File: src/rtl/uerr_pkg.sv
package uerr_pkg;

   // status bits carried with every queued character
   typedef struct packed {
      logic ov;
      logic pe;
      logic fe;
      logic brk;
   } uerr_flags_t;

   // bit times already spent low when a break strobe arrives: start + missing stop
   localparam int unsigned BRK_OVERHEAD = 2;

   // exact queue depth
   localparam int unsigned Q_DEPTH = 2;

endpackage

File: src/rtl/uerr_classify.sv
module uerr_classify
   import uerr_pkg::*;
#(
   parameter int unsigned DW     = 8,
   parameter bit          PAR_EN = 1'b1
) (
   input  logic [DW-1:0] data,
   input  logic          stop_ok,
   input  logic          par_ok,
   output uerr_flags_t   flags,
   output logic          is_idle,
   output logic          is_brk
);

   logic no_stop;
   logic all_zero;
   logic par_bad;

   assign no_stop  = ~stop_ok;
   assign all_zero = (data == '0);
   assign is_idle  = (data == '1);
   assign is_brk   = no_stop & all_zero;

   generate
      if (PAR_EN) begin : g_par
         // parity only judged when the frame itself is sound
         assign par_bad = stop_ok & ~par_ok;
      end else begin : g_nopar
         logic unused_par;
         assign unused_par = par_ok;
         assign par_bad    = 1'b0;
      end
   endgenerate

   always_comb begin
      flags     = '0;
      flags.brk = is_brk;
      flags.fe  = no_stop & ~all_zero;
      flags.pe  = par_bad;
   end

endmodule

File: src/rtl/uerr_fifo2.sv
module uerr_fifo2
   import uerr_pkg::*;
#(
   parameter int unsigned DW = 8
) (
   input  logic          clk,
   input  logic          rst_n,
   input  logic          wr,
   input  logic [DW-1:0] wdata,
   input  uerr_flags_t   wflags,
   input  logic          rd,
   output logic          vld,
   output logic [DW-1:0] rdata,
   output uerr_flags_t   rflags
);

   typedef struct packed {
      logic [DW-1:0] d;
      uerr_flags_t   f;
   } ent_t;

   ent_t       mem [Q_DEPTH];
   logic [1:0] cnt;
   logic       full;
   logic       do_pop;
   logic       push_ok;
   logic       ovr;
   logic [1:0] wr_idx;

   assign full    = (cnt == 2'(Q_DEPTH));
   assign do_pop  = rd & (cnt != 2'd0);
   assign push_ok = wr & (~full | do_pop);
   assign ovr     = wr & full & ~do_pop;
   assign wr_idx  = cnt - 2'(do_pop);

   always_ff @(posedge clk) begin
      if (!rst_n) begin
         cnt <= '0;
         for (int i = 0; i < Q_DEPTH; i++) mem[i] <= '0;
      end else begin
         if (do_pop) mem[0] <= mem[1];
         if (push_ok) begin
            mem[wr_idx[0]].d <= wdata;
            mem[wr_idx[0]].f <= wflags;
         end else if (ovr) begin
            mem[1].f.ov <= 1'b1;
         end
         cnt <= cnt + 2'(push_ok) - 2'(do_pop);
      end
   end

   assign vld    = (cnt != 2'd0);
   assign rdata  = mem[0].d;
   assign rflags = mem[0].f;

   initial begin
      assert (DW >= 5) else $error("uerr_fifo2: DW must be at least 5");
   end

   a_r2_depth_bound : assert property (@(posedge clk) disable iff (!rst_n)
      cnt <= 2'(Q_DEPTH));

   a_r3_overrun_marks : assert property (@(posedge clk) disable iff (!rst_n)
      ovr |=> (cnt == 2'(Q_DEPTH)) && mem[1].f.ov);

   a_r12_empty_pop : assert property (@(posedge clk) disable iff (!rst_n)
      (rd && (cnt == 2'd0) && !wr) |=> (cnt == 2'd0));

endmodule

File: src/rtl/uerr_brk_meter.sv
module uerr_brk_meter
   import uerr_pkg::*;
#(
   parameter int unsigned DW = 8,
   parameter int unsigned LW = 8,
   parameter int unsigned CW = 16
) (
   input  logic          clk,
   input  logic          rst_n,
   input  logic          brk_hit,
   input  logic          tick,
   input  logic          line_lvl,
   input  logic          wclr,
   output logic          brk_evt,
   output logic [CW-1:0] brk_cnt,
   output logic [LW-1:0] brk_len
);

   localparam logic [LW-1:0] LEN_MAX   = '1;
   localparam logic [LW-1:0] LEN_START = LW'(DW + BRK_OVERHEAD);

   logic          meas;
   logic [LW-1:0] mcnt;
   logic          done;

   assign done = meas & line_lvl & ~brk_hit;

   always_ff @(posedge clk) begin
      if (!rst_n) begin
         meas    <= 1'b0;
         mcnt    <= '0;
         brk_evt <= 1'b0;
         brk_cnt <= '0;
         brk_len <= '0;
      end else begin
         brk_evt <= brk_hit;
         if (brk_hit) begin
            meas <= 1'b1;
            mcnt <= LEN_START;
         end else if (meas) begin
            if (line_lvl) meas <= 1'b0;
            else if (tick && (mcnt != LEN_MAX)) mcnt <= mcnt + 1'b1;
         end
         if (wclr) begin
            brk_cnt <= '0;
            brk_len <= '0;
         end else begin
            if (brk_hit) brk_cnt <= brk_cnt + 1'b1;
            if (done)    brk_len <= mcnt;
         end
      end
   end

   initial begin
      assert (LW >= 4 && (2 ** LW) - 1 >= DW + BRK_OVERHEAD)
         else $error("uerr_brk_meter: LW too small for DW");
      assert (CW >= 1) else $error("uerr_brk_meter: CW must be positive");
   end

   a_r6_pulse_follows : assert property (@(posedge clk) disable iff (!rst_n)
      brk_hit |=> brk_evt);

   a_r7_count_step : assert property (@(posedge clk) disable iff (!rst_n)
      (brk_hit && !wclr) |=> (brk_cnt == $past(brk_cnt) + 1'b1));

   a_r9_len_saturates : assert property (@(posedge clk) disable iff (!rst_n)
      (meas && !brk_hit && !line_lvl && (mcnt == LEN_MAX)) |=> (mcnt == LEN_MAX));

   a_r11_clear_wins : assert property (@(posedge clk) disable iff (!rst_n)
      wclr |=> (brk_cnt == '0) && (brk_len == '0));

endmodule

File: src/rtl/uart_rx_err_classify.sv
module uart_rx_err_classify
   import uerr_pkg::*;
#(
   parameter int unsigned DW     = 8,
   parameter bit          PAR_EN = 1'b1,
   parameter int unsigned LW     = 8,
   parameter int unsigned CW     = 16,
   parameter int unsigned IW     = 8
) (
   input  logic          clk,
   input  logic          rst_n,
   input  logic          in_stb,
   input  logic [DW-1:0] in_data,
   input  logic          in_stop_ok,
   input  logic          in_par_ok,
   input  logic          tick,
   input  logic          line_lvl,
   input  logic          pop,
   input  logic          wclr,
   input  logic          brk_ie,
   output logic          q_vld,
   output logic [DW-1:0] q_data,
   output logic          q_ov,
   output logic          q_pe,
   output logic          q_fe,
   output logic          q_brk,
   output logic          brk_pulse,
   output logic          brk_irq,
   output logic [CW-1:0] brk_count,
   output logic [LW-1:0] brk_len,
   output logic [IW-1:0] idle_count
);

   localparam logic [IW-1:0] IDLE_MAX = '1;

   uerr_flags_t c_flags;
   uerr_flags_t h_flags;
   logic        c_idle;
   logic        c_brk;

   uerr_classify #(.DW(DW), .PAR_EN(PAR_EN)) u_cls (
      .data    (in_data),
      .stop_ok (in_stop_ok),
      .par_ok  (in_par_ok),
      .flags   (c_flags),
      .is_idle (c_idle),
      .is_brk  (c_brk)
   );

   uerr_fifo2 #(.DW(DW)) u_q (
      .clk    (clk),
      .rst_n  (rst_n),
      .wr     (in_stb),
      .wdata  (in_data),
      .wflags (c_flags),
      .rd     (pop),
      .vld    (q_vld),
      .rdata  (q_data),
      .rflags (h_flags)
   );

   uerr_brk_meter #(.DW(DW), .LW(LW), .CW(CW)) u_brk (
      .clk      (clk),
      .rst_n    (rst_n),
      .brk_hit  (in_stb & c_brk),
      .tick     (tick),
      .line_lvl (line_lvl),
      .wclr     (wclr),
      .brk_evt  (brk_pulse),
      .brk_cnt  (brk_count),
      .brk_len  (brk_len)
   );

   assign q_ov    = h_flags.ov;
   assign q_pe    = h_flags.pe;
   assign q_fe    = h_flags.fe;
   assign q_brk   = h_flags.brk;
   assign brk_irq = brk_pulse & brk_ie;

   always_ff @(posedge clk) begin
      if (!rst_n) begin
         idle_count <= '0;
      end else if (in_stb) begin
         if (!c_idle)                    idle_count <= '0;
         else if (idle_count != IDLE_MAX) idle_count <= idle_count + 1'b1;
      end
   end

   initial begin
      assert (IW >= 1) else $error("uart_rx_err_classify: IW must be positive");
   end

   a_r5_fe_excludes : assert property (@(posedge clk) disable iff (!rst_n)
      (q_vld && q_fe) |-> (!q_pe && !q_brk));

   a_r10_idle_reset : assert property (@(posedge clk) disable iff (!rst_n)
      (in_stb && (in_data != '1)) |=> (idle_count == '0));

   a_r6_irq_masked : assert property (@(posedge clk) disable iff (!rst_n)
      !brk_ie |-> !brk_irq);

endmodule

File: config.mk
export PLATFORM = sky130hd
export DESIGN_NAME = uart_rx_err_classify
export DESIGN_NICKNAME = d
export VERILOG_FILES = /design/src/rtl/uerr_pkg.sv /design/src/rtl/uerr_classify.sv /design/src/rtl/uerr_fifo2.sv /design/src/rtl/uerr_brk_meter.sv /design/src/rtl/uart_rx_err_classify.sv
export SDC_FILE = /design/constraint.sdc
export NUM_CORES = 1
export LEC_CHECK = 0
export BUFFER_PORTS_ARGS = -buffer_cell sky130_fd_sc_hd__buf_2
export CELL_PAD_IN_SITES_DETAIL_PLACEMENT = 1
export CELL_PAD_IN_SITES_GLOBAL_PLACEMENT = 2
export CORE_MARGIN = 3
export CORE_UTILIZATION = 33
export CTS_CLUSTER_SIZE = 24
export DETAILED_ROUTE_END_ITERATION = 6
export GPL_TIMING_DRIVEN = 0
export HOLD_SLACK_MARGIN = 0.08
export PLACE_DENSITY = 0.88
export SETUP_SLACK_MARGIN = 0.05
export SYNTH_ARGS = -nofsm -noshare
export SYNTH_HDL_FRONTEND = slang
export SYNTH_SLANG_ARGS = --single-unit
File: constraint.sdc
create_clock -name clk -period 3.55 [get_ports clk]
set_input_delay 0.71 -clock clk [delete_from_list [all_inputs] [get_ports clk]]
set_output_delay 0.71 -clock clk [all_outputs]
set_load 0.02 [all_outputs]
* Yosys cells after proc, flatten, opt, wreduce, memory -nomap -nowiden *
Memories as Yosys holds them, arrays and structs flattened.
Cells that the tools add are included.
W data, S select, Z words.

storage, ports and cells
  memory bits (writable) = 24
  output and inout bits = 47
  latch bits = 0
  input port bits = 18
  memories kept = 1
  flip-flop bits (word level) = 44
  bits in read-only memories = 0

memories
  name     words  bits a word  rd ports  clocked after Yosys merged registers in  write ports  RTL line          text
  u_q.mem  2      12           2         0                                        2            uerr_fifo2.sv:22  ent_t mem [Q_DEPTH];

operators by class
  add/sub/neg operators = 6
  order comparisons = 0
  eq/ne operators = 6
  div/mod/pow operators = 0
  mux-type cells = 25
  multipliers = 0
  reduce and logical (&&, ||, !) cells = 11
  bitwise gates (word level) = 22
  shift operators = 0

operators by type and width
  operator                 number
  $mux W12                 2
  $add A16 B1 Y16 const B  1
  $add A8 B1 Y8 const B    2
  $mux W1                  16
  $mux W4                  4
  $mux W8                  2
  $ne A8 B8 Y1 const B     2
  $reduce_or A12 Y1        1
  $and A1 B1 Y1            11
  $eq A8 B8 Y1 const B     1
  $logic_not A8 Y1         1
  $not A1 Y1               8
  $reduce_and A3 Y1        2
  $reduce_bool A2 Y1       3
  $ne A2 B1 Y1 const B     2
  $reduce_or A2 Y1         2
  $or A1 B1 Y1             3
  $add A2 B1 Y2            1
  $eq A2 B2 Y1 const B     1
  $mux W2                  1
  $reduce_and A2 Y1        1
  $sub A2 B1 Y2            1
  $logic_and A1 B1 Y1      1
  $sub A1 B1 Y1            1

* Longest topological paths before layout *
  depth in word-level cells = 10
  depth in mapped cells = 9
  mapped depth without buffers = 8

* By module *
From an unflattened synthesis, not the netlist that was laid out.

second synthesis, totals
  cell total of the unflattened synthesis = 346
  area total of the unflattened synthesis = 3448.3 µm²

by module, submodules not included
  module                sequential area each (µm²)  area each (µm²)  cells each  times used
  uerr_brk_meter        680.7                       1596.5           172         1
  uerr_fifo2            760.7                       1306.3           107         1
  uart_rx_err_classify  160.2                       457.9            55          1
  uerr_classify         0.0                         87.6             12          1

* Worst setup path before layout *
OpenSTA, ideal clock, no wires.

  path type = input to register
  from = input pop
  to = memory u_q.mem[0][0] (netlist name), enable pin
  arrival = 2352 ps
  buffers on the path = 2
  library setup time = 355 ps
  setup slack = 843 ps
  stages on the path = 8
  required time = 3195 ps
  cells stage by stage = o21ai_0 inv_1 ha_1 inv_1 or4_1 clkbuf_1 clkbuf_1 nand3_1

RTL lines
  what         RTL line                    text
  from (decl)  uart_rx_err_classify.sv:18  input logic pop,
  to (decl)    uerr_fifo2.sv:22

==> flow_summary_export.csv <==
group,metric,value,unit
status,status,"finished clean",
yosys,synth_largest_type_area_fraction,0.298,
global_routing,groute.layer.met2.usage,0.262,
yosys,postSynthAreaPerCell,9.26,sq um
die,placementRows,34,
yosys,synth.ff_latch_count,68,
critical_path,r2r-start,"u_q.cnt[1]",
yosys,ys_seq_area_frac,0.512,
clock_tree,htreeDepth,3,
clock_tree,cts.path.max_buffers,2,
detailed_routing,finalWirelength,7940,um
sta,tightest_slew,607,ps
finish,areaGrowthSynthToFinish,20.9,%
min_path,hp_class,"flip-flop to flip-flop",
power,static-leakage-power,1.47,nW
placement,pre_cts_ws,318,ps
clock_tree,insertion_delay,340,ps
global_routing,grt_first_pass_wirelength,13100,um
yosys,synth_most_common_cell,"sky130_fd_sc_hd__dfxtp_1",
global_routing,grt_start_max_net_pins,13,
yosys,synth-main-ff-cell,"sky130_fd_sc_hd__dfxtp_1",
die,start_util,0.348,
sta,hold_viol_final,0,
yosys,synth-warning-count,0,
detailed_routing,drt.antenna.violating_nets,0,
clock_tree,post_cts.resized_instances,0,
sta,min_period,2930,ps
job,max-cap-violations,0,
min_path,timing.hold.worst.start,"u_q.mem[1][3]",
die,die_w,103,um
critical_path,worstRegToRegCells,8,
finish,final_layout_size_suffix_gt1_frac,0.198,
clock_tree,cts_hold_buf,0,
clock_tree,cts.sinks,68,
die,pin_count,65,
yosys,synth-edff-count,22,
critical_path,cp_data_required_time,3530,ps
placement,gpl_congestion,0.836,
sta,grt_setup_unrepaired,"no",
critical_path,critPathKind,"flip-flop to flip-flop",
sta,slew_violations,0,
global_routing,top_usage_layer,"met2",
critical_path,critical_path.startpoint_type,"flip-flop",
critical_path,arrival,2910,ps
min_path,holdPathStages,2,
global_routing,grt_overflow,0,
yosys,netlist_instances,334,
power,vdd.ir_drop.worst,0.000172,V
power,power_per_cell_area,498,nW/um^2
yosys,postSynthNetCount,357,
yosys,synth_cell_types,37,
detailed_routing,drtPass1Iterations,4,
sta,post-route-worst-setup-slack,616,ps
sta,setup_total_negative_slack,0,ps
critical_path,setup.worst_path.start,"u_q.cnt[1]",
die,core_area,8890,sq um
yosys,yosys-top-cells-count,"sky130_fd_sc_hd__dfxtp_1, sky130_fd_sc_hd__nand2_1, sky130_fd_sc_hd__nand3_1",
placement,place_hpwl,5890,um
critical_path,critPathMaxFanout,11,
critical_path,timing.reg2reg.setup_slack,620,ps
sta,post_route_clock_skew,6.48,ps
die,die_h,103,um
clock_tree,clk_pin_slew,80,ps
clock_tree,cts_made_buffers,9,
global_routing,met3_usage,0.0325,
yosys,share_of_flip_flops_with_an_asynchronous_set_or_reset,0,
global_routing,number_of_antenna_violations_at_the_first_check_in_global_routing,0,
critical_path,type_of_element_capturing_the_critical_path,"flip-flop",
min_path,timing.hold.worst_endpoint,"u_q.mem[0][3]",
global_routing,grt_util_all_layers,0.156,
clock_tree,number_of_post_cts_setup_repair_buffers,0,
sta,slew_headroom,0.593,
detailed_routing,initial_drc_count,57,
critical_path,worstReg2RegEnd,"u_q.mem[0][2]",
sta,final_min_period_over_clock_period,0.827,
detailed_routing,routed_wire_length_per_instance,15.2,um
yosys,synth.top_cells.by_area,"sky130_fd_sc_hd__dfxtp_1, sky130_fd_sc_hd__edfxtp_1, sky130_fd_sc_hd__nand3_1",
yosys,synth_top_area_cell,"sky130_fd_sc_hd__dfxtp_1",
yosys,total_standard_cell_area_after_synthesis,3090,sq um
finish,antenna-diode-count,0,
sta,maxClockFrequency,341,MHz
detailed_routing,viasPerCell,5.35,
sta,setup_viol,0,
clock_tree,tritoncts_clock_tree,"done",
detailed_routing,route.vias.total,2791,
detailed_routing,total_drc_errors_in_the_routed_layout,0,
die,floorplan.die_area,10600,sq um
global_routing,gr-usage-met1,0.206,
global_routing,grt_pass1_vias,2735,
finish,nets,432,
clock_tree,clk_root_buffer_cell,"sky130_fd_sc_hd__clkbuf_8",
placement,portBuffers,64,
## worst max-delay path by stage
| stage | slack [ps] | cells past startpoint | endpoint |
|---|---|---|---|
| 3_3_place_gp | 360 | 9 | u_q.mem[0][9] |
| 5_1_grt | 410 | 8 | u_q.mem[0][1] |
| 4_1_cts | 600 | 8 | u_q.mem[0][2] |
| 6_report | 620 | 8 | u_q.mem[0][2] |
| 3_5_place_dp | 320 | 9 | u_q.mem[0][2] |
| 2_1_floorplan | 840 | 8 | u_q.mem[0][0] |
## kinds of logic after synthesis
family,after synthesis,share of synthesized area
flops,68,0.512
buf+inv,28,0.0340
xor+xnor,10,0.0283
mux,3,0.00971
fa+ha+maj,5,0.0202
simple gates,154,0.272
compound gates,66,0.124
## worst max-delay path: stages (launching register included)
cell and delay, ps:
sky130_fd_sc_hd__dfxtp_1 340, sky130_fd_sc_hd__o21ai_0 380, sky130_fd_sc_hd__inv_1 110, sky130_fd_sc_hd__ha_1 300, sky130_fd_sc_hd__inv_1 60, sky130_fd_sc_hd__or4_1 470
sky130_fd_sc_hd__clkbuf_1 190, sky130_fd_sc_hd__clkbuf_1 250, sky130_fd_sc_hd__nand3_1 460
## state kept, by name, indices dropped and copies added, names as in the netlist
register,count
u_brk.brk_evt,1
u_brk.mcnt,8
u_brk.brk_len,8
u_brk.meas,1
u_brk.brk_cnt,16
u_q.cnt,2
u_q.mem,24
idle_count,8
## metal layers
metal  vias up  share of wire
li1       1375              -
met1      1362           0.46
met2        45           0.50
met3         9          0.026
met4         0          0.011
met5         -              0
## layout make-up
| class | count | area, sq um |
|---|---|---|
| clock buffers | 9 | 124 |
| inverters | 16 | 60.1 |
| plain buffers | 12 | 45.0 |
| fillers | 1086 | 5150 |
| flip-flops and latches | 68 | 1580 |
| repair buffers | 64 | 320 |
| well taps | 108 | 135 |
| clock inverters | 7 | 67.6 |
| multi-input cells | 238 | 1410 |
## through the flow
stage               total power [mW]   util  cell area, sq um  hold slack (ps)  instances
floorplan                       1.15      -              3090              425        334
global placement                1.25  0.399              3550              447        506
detailed placement              1.26  0.399              3550              452        506
CTS                             1.89  0.420              3740              463        522
global route                    1.97  0.420              3740              479        522
finish                          1.86  0.420              3740              452        522
## layout by cell type (no fill, tap or decap), drive strengths merged, types with 3 or more instances in the layout
| master | count |
|---|---|
| o211ai | 6 |
| nand4 | 16 |
| nand2 | 31 |
| mux2i | 3 |
| clkbuf | 21 |
| nand2b | 4 |
| nor4 | 3 |
| ha | 5 |
| buf | 64 |
| clkinvlp | 4 |
| and3 | 4 |
| nor2 | 28 |
| o21ai | 28 |
| a21oi | 16 |
| or3 | 6 |
| nor3 | 5 |
| dfxtp | 46 |
| and2 | 4 |
| o31ai | 5 |
| xnor2 | 5 |
| xor2 | 5 |
| or4 | 8 |
| nand3 | 29 |
| and4 | 3 |
| a211oi | 5 |
| inv | 16 |
| edfxtp | 22 |
## report_power, final
group	internal, mW	total, mW	switching (mW)
registers	0.896	0.918	0.0225
clock network	0.319	0.624	0.305
logic	0.0986	0.321	0.222
Power figures use the tool's default switching activity.
